--- src/rtl/pt_walker_pkg.sv ---
package pt_walker_pkg;
  localparam int unsigned ADDR_W  = 32;
  localparam int unsigned OFF_W   = 12;
  localparam int unsigned IDX_W   = 10;
  localparam int unsigned PERM_W  = 3;
  localparam int unsigned FRAME_W = ADDR_W - OFF_W;
  localparam int unsigned RSVD_W  = OFF_W - PERM_W - 1;
  localparam int unsigned HI_LSB  = OFF_W + IDX_W;

  typedef enum logic [2:0] {
    ST_IDLE, ST_OUT_REQ, ST_OUT_WAIT, ST_IN_REQ, ST_IN_WAIT, ST_RESP
  } walk_st_e;

  typedef struct packed {
    logic [FRAME_W-1:0] frame;
    logic [RSVD_W-1:0]  rsvd;
    logic [PERM_W-1:0]  perm;
    logic               valid;
  } pte_t;

  localparam logic LVL_OUTER = 1'b0;
  localparam logic LVL_INNER = 1'b1;
endpackage

--- src/rtl/pt_addr_gen.sv ---
module pt_addr_gen
  import pt_walker_pkg::*;
(
  input  logic [FRAME_W-1:0] tbl_frame,
  input  logic [ADDR_W-1:0]  vaddr,
  input  logic               sel_inner,
  output logic [ADDR_W-1:0]  word_addr
);
  localparam int unsigned BYTE_SH = 2;

  logic [IDX_W-1:0]  idx;
  logic [ADDR_W-1:0] tbl_base;
  logic [ADDR_W-1:0] idx_off;

  always_comb begin
    idx      = sel_inner ? vaddr[OFF_W +: IDX_W] : vaddr[HI_LSB +: IDX_W];
    tbl_base = {tbl_frame, {OFF_W{1'b0}}};
    idx_off  = ADDR_W'(idx) << BYTE_SH;
    word_addr = tbl_base + idx_off;
  end
endmodule

--- src/rtl/pt_walk_fsm.sv ---
module pt_walk_fsm
  import pt_walker_pkg::*;
(
  input  logic     clk,
  input  logic     rst_n,
  input  logic     req_valid,
  input  logic     rd_valid,
  input  logic     pte_ok,
  input  logic     resp_ready,
  output walk_st_e state
);
  walk_st_e state_nx;

  always_comb begin
    state_nx = state;
    unique case (state)
      ST_IDLE:     if (req_valid) state_nx = ST_OUT_REQ;
      ST_OUT_REQ:  state_nx = ST_OUT_WAIT;
      ST_OUT_WAIT: if (rd_valid) state_nx = pte_ok ? ST_IN_REQ : ST_RESP;
      ST_IN_REQ:   state_nx = ST_IN_WAIT;
      ST_IN_WAIT:  if (rd_valid) state_nx = ST_RESP;
      ST_RESP:     if (resp_ready) state_nx = ST_IDLE;
      default:     state_nx = ST_IDLE;
    endcase
  end

  always_ff @(posedge clk or negedge rst_n) begin
    if (!rst_n) state <= ST_IDLE;
    else        state <= state_nx;
  end
endmodule

--- src/rtl/pt_walker.sv ---
module pt_walker
  import pt_walker_pkg::*;
(
  input  logic              clk,
  input  logic              rst_n,
  input  logic              req_valid,
  output logic              req_ready,
  input  logic [31:0]       req_vaddr,
  input  logic [31:0]       req_root,
  output logic              resp_valid,
  input  logic              resp_ready,
  output logic [31:0]       resp_paddr,
  output logic [2:0]        resp_perm,
  output logic              resp_fault,
  output logic              resp_fault_level,
  output logic              mem_rd_en,
  output logic [31:0]       mem_rd_addr,
  input  logic              mem_rd_valid,
  input  logic [31:0]       mem_rd_data
);
  walk_st_e           state;
  pte_t               rd_pte;
  logic [ADDR_W-1:0]  va_q;
  logic [FRAME_W-1:0] base_q;
  logic               accept, out_ret, in_ret;
  logic               va_en, base_en, res_en;
  logic [FRAME_W-1:0] base_d;
  logic [ADDR_W-1:0]  paddr_d;
  logic [PERM_W-1:0]  perm_d;
  logic               fault_d, lvl_d;
  logic               unused_bits;

  assign rd_pte      = pte_t'(mem_rd_data);
  assign unused_bits = ^{req_root[OFF_W-1:0], rd_pte.rsvd};

  pt_walk_fsm u_fsm (
    .clk        (clk),
    .rst_n      (rst_n),
    .req_valid  (req_valid),
    .rd_valid   (mem_rd_valid),
    .pte_ok     (rd_pte.valid),
    .resp_ready (resp_ready),
    .state      (state)
  );

  pt_addr_gen u_addr (
    .tbl_frame (base_q),
    .vaddr     (va_q),
    .sel_inner (state == ST_IN_REQ),
    .word_addr (mem_rd_addr)
  );

  always_comb begin
    accept  = (state == ST_IDLE) && req_valid;
    out_ret = (state == ST_OUT_WAIT) && mem_rd_valid;
    in_ret  = (state == ST_IN_WAIT) && mem_rd_valid;
    va_en   = accept;
    base_en = accept || (out_ret && rd_pte.valid);
    base_d  = accept ? req_root[ADDR_W-1:OFF_W] : rd_pte.frame;
    res_en  = (out_ret && !rd_pte.valid) || in_ret;
    if (in_ret && rd_pte.valid) begin
      paddr_d = {rd_pte.frame, va_q[OFF_W-1:0]};
      perm_d  = rd_pte.perm;
      fault_d = 1'b0;
      lvl_d   = LVL_OUTER;
    end else begin
      paddr_d = '0;
      perm_d  = '0;
      fault_d = 1'b1;
      lvl_d   = in_ret ? LVL_INNER : LVL_OUTER;
    end
  end

  always_ff @(posedge clk or negedge rst_n) begin
    if (!rst_n) begin
      va_q   <= '0;
      base_q <= '0;
    end else begin
      if (va_en)   va_q   <= req_vaddr;
      if (base_en) base_q <= base_d;
    end
  end

  always_ff @(posedge clk or negedge rst_n) begin
    if (!rst_n) begin
      resp_paddr       <= '0;
      resp_perm        <= '0;
      resp_fault       <= 1'b0;
      resp_fault_level <= 1'b0;
    end else if (res_en) begin
      resp_paddr       <= paddr_d;
      resp_perm        <= perm_d;
      resp_fault       <= fault_d;
      resp_fault_level <= lvl_d;
    end
  end

  assign req_ready  = (state == ST_IDLE);
  assign resp_valid = (state == ST_RESP);
  assign mem_rd_en  = (state == ST_OUT_REQ) || (state == ST_IN_REQ);
endmodule

--- config.mk ---
export PLATFORM = sky130hd
export DESIGN_NAME = pt_walker
export DESIGN_NICKNAME = d
export VERILOG_FILES = /design/src/rtl/pt_walker_pkg.sv /design/src/rtl/pt_addr_gen.sv /design/src/rtl/pt_walk_fsm.sv /design/src/rtl/pt_walker.sv
export SDC_FILE = /design/constraint.sdc
export NUM_CORES = 1
export LEC_CHECK = 0
export BUFFER_PORTS_ARGS = -buffer_cell sky130_fd_sc_hd__buf_2
export CAP_MARGIN = 20
export CORE_ASPECT_RATIO = 1.1
export CORE_MARGIN = 2
export CORE_UTILIZATION = 35
export DETAILED_ROUTE_END_ITERATION = 12
export MAX_ROUTING_LAYER = met4
export PLACE_DENSITY = 0.71
export REMOVE_ABC_BUFFERS = 1
export SLEW_MARGIN = 20
export SYNTH_ARGS = -nofsm -noshare
export SYNTH_HDL_FRONTEND = slang
export SYNTH_SLANG_ARGS = --single-unit
--- constraint.sdc ---
create_clock -name clk -period 4.5 [get_ports clk]
set_input_delay 0.9 -clock clk [delete_from_list [all_inputs] [get_ports clk]]
set_output_delay 0.9 -clock clk [all_outputs]
set_load 0.005 [all_outputs]
==> flow_summary.json <==
{
  "outcome": "finished, final reports clean",
  "drive_above_1_share_pct": 53.1,
  "power.switching_uw": 990,
  "cts_tree": "yes",
  "ios": 173,
  "hold_class": "flip-flop to flip-flop",
  "hold_viol_final": 0,
  "ctsHoldBuffers": 0,
  "finalCritPeriodShare_pct": 67.4,
  "netlist_area_mm2": 0.00390,
  "fp.dieW_um": 105,
  "track_usage_pct": 14.9,
  "antenna_left": 0,
  "dp_cells": 546,
  "rsz0062_at_grt": "no",
  "max_freq_mhz": 330,
  "post-dp-hpwl_mm": 5.99,
  "clock_latency_ns": 0.33,
  "drt_iter0_drc": 114,
  "start_util_pct": 35.7,
  "crit_slowest_cell": "dfrtp_1",
  "syn_to_final_growth_pct": 31.3,
  "cts-resized-gates": 0,
  "critPathMaxStageDelay_ns": 0.68,
  "crit_arrival_ns": 2.13,
  "min_period_ns": 3.03,
  "chipHeight_um": 115,
  "place.gp.congestion": 0.781,
  "port_buffers": 150,
  "yosys_warnings": 0,
  "syn_area_per_cell_um2": 14.8,
  "hold_path_depth": 1,
  "cts.path.max_buffers": 2,
  "relSlewSlack_pct": 31.4,
  "reg2regPathDepth": 4,
  "grt_pass1_wl_mm": 13.7,
  "r2r-start": "u_fsm.state[0]$_DFFE_PN0P_",
  "p_clk_share_pct": 25.9,
  "grt_pass1_vias": 2793,
  "reg2reg_to": "base_q[7]$_DFFE_PN0P_",
  "core_mm2": 0.0109,
  "avgRoutedWirePerCell_um": 15.2,
  "grt_max_degree": 63,
  "viasPerCell": 4.86,
  "h-tree-depth": 3,
  "first_pass_iters": 4,
  "clock-sinks": 92,
  "cp.required_ns": 3.60,
  "fin_skew_ns": 0.00542,
  "drv_cap": 0,
  "crit_fanout": 14,
  "cts-root-buf": "clkbuf_16",
  "ys_types": 29,
  "p_leak_nw": 2.50,
  "start_kind": "flip-flop",
  "sequentialPowerShare_pct": 41.7,
  "crit_chain": "nand3b_1 -> mux2_2 -> buf_2",
  "peakVddDrop_uv": 235,
  "endpoint_kind": "output port",
  "instances_no_fill": 563,
  "finalSetupViolCount": 0,
  "grt_overflow": 0,
  "ys_seq_area_share_pct": 59.1,
  "clk_pin_slew_ns": 0.07,
  "tightest_slew_ns": 1.03,
  "holdPathEnd": "va_q[17]$_DFFE_PN0P_",
  "hp-start": "va_q[17]$_DFFE_PN0P_",
  "cts_made_buffers": 9,
  "ys_seq_elements": 92,
  "r2r_slack_ns": 2.41,
  "antenna_cells": 0,
  "swShare_pct": 29.5,
  "dieArea_mm2": 0.0120,
  "rows": 40,
  "num_vias": 2738,
  "syn_inst": 263,
  "fin_tns_setup_ns": 0,
  "p_per_area_mw_per_mm2": 657,
  "path_class": "flip-flop to output port",
  "fin_nets": 512,
  "worstSetupStartpoint": "u_fsm.state[0]$_DFFE_PN0P_",
  "post_cts_buffers": 0,
  "slew_violations": 0,
  "antenna_found_initial": 0,
  "drt-total-wl_mm": 8.54,
  "combPwrFrac_pct": 32.4,
  "power.internal_mw": 2.37,
  "total_power_mw": 3.36,
  "drc": 0
}
-- cells in the final DEF (no fill, tap or decap), drive strengths merged --
| cell | count |
|---|---|
| o31ai | 1 |
| clkinvlp | 1 |
| a211o | 1 |
| inv | 5 |
| dfrtp | 92 |
| nor3b | 1 |
| nand3b | 1 |
| o22ai | 1 |
| bufinv | 3 |
| buf | 155 |
| mux2i | 1 |
| nor4b | 1 |
| and3 | 1 |
| o22a | 1 |
| a22o | 35 |
| clkbuf | 9 |
| nor2b | 3 |
| nand2 | 5 |
| nand2b | 3 |
| o21ai | 2 |
| mux2 | 82 |
| nand3 | 1 |
| conb | 2 |
| nor3 | 2 |
| a211oi | 2 |
| clkinv | 1 |
| a21oi | 4 |
-- power by group through the flow --
stage          clock network, mW  logic [mW]  registers, mW
2_1_floorplan                  0       0.633           1.39
3_3_place_gp                   0        1.08           1.39
3_5_place_dp                   0        1.11           1.41
4_1_cts                    0.896        1.11           1.40
5_1_grt                    0.938        1.20           1.45
6_report                   0.872        1.09           1.40
-- synth_stat cells --
library cell,instances,area [um2]
dfrtp_1,92,2300
mux2_2,46,518
mux2_1,36,405
a22o_1,35,307
buf_2,8,40.0
buf_4,5,37.5
buf_6,5,56.3
nand2_1,5,18.8
a21oi_1,4,20.0
inv_1,3,11.3
nand2b_1,3,18.8
nor2b_1,3,18.8
a211oi_1,2,15.0
a211o_1,1,8.76
and3_1,1,6.26
clkbuf_1,1,3.75
conb_1,1,3.75
mux2i_1,1,10.0
nand3_1,1,5.00
nand3b_1,1,7.51
nor3_1,1,5.00
nor3_2,1,10.0
nor3b_1,1,7.51
nor4b_4,1,23.8
o21ai_0,1,5.00
o21ai_2,1,8.76
o22a_1,1,8.76
o22ai_1,1,6.26
o31ai_1,1,7.51
-- how the worst max path moves through the flow --
| stage | end | slack [ns] |
|---|---|---|
| after floorplan | base_q[0]$_DFFE_PN0P_ | 1.04 |
| after global placement | base_q[18]$_DFFE_PN0P_ | 1.80 |
| after detailed placement | base_q[13]$_DFFE_PN0P_ | 1.75 |
| after CTS | mem_rd_addr[3] | 1.44 |
| after global routing | mem_rd_addr[3] | 1.30 |
| final | mem_rd_addr[3] | 1.47 |
-- critical path, delay by kind of cell, from the launching register on --
family                 cells  cell delay [ns]
DFF                        1             0.68
muxes                      1             0.45
buffers and inverters      1             0.13
and+or+nand+nor            1             0.54
-- metal layers --
metal | GRT usage, % | part of all wire, %
met5 | - | 0
met3 | 2.62 | 4.1
met1 | 18.9 | 46
met4 | 6.31 | 1.5
met2 | 23.5 | 48
-- metrics by stage --
| stage | setup slack, ns | hold slack [ns] | instance area (um2) | util (%) |
|---|---|---|---|---|
| 6_report | 1.47 | 0.484 | 5110 | 46.9 |
| 5_1_grt | 1.30 | 0.501 | 5110 | 46.9 |
| 3_5_place_dp | 1.75 | 0.473 | 4760 | 43.6 |
| 4_1_cts | 1.44 | 0.488 | 5100 | 46.8 |
| 3_3_place_gp | 1.80 | 0.463 | 4760 | 43.6 |
| 2_1_floorplan | 1.04 | 0.452 | 3760 | - |
-- kinds of logic after synthesis --
logic type	after synthesis	synth area share, %
DFF	92	59.1
muxes	83	24.0
AOI/OAI and AO/OA	47	9.92
buffers and inverters	22	3.82
and+or+nand+nor	18	3.12
other	1	0.0962
-- registers in the layout (all words and copies together), names as in the netlist --
name / cells
base_q: 20
resp_perm: 3
u_fsm.state: 3
resp_paddr: 32
va_q: 32
resp_fault_level: 1
resp_fault: 1
-- cell type report --
class / count / area, um2
Timing Repair Buffer: 155 / 795
Sequential cell: 92 / 2300
Clock inverter: 7 / 123
Inverter: 3 / 11.3
Fill cell: 1043 / 5800
Tap cell: 147 / 184
Clock buffer: 9 / 225
Multi-Input combinational cell: 150 / 1480
No activity file was read; power rests on OpenSTA's default activity.
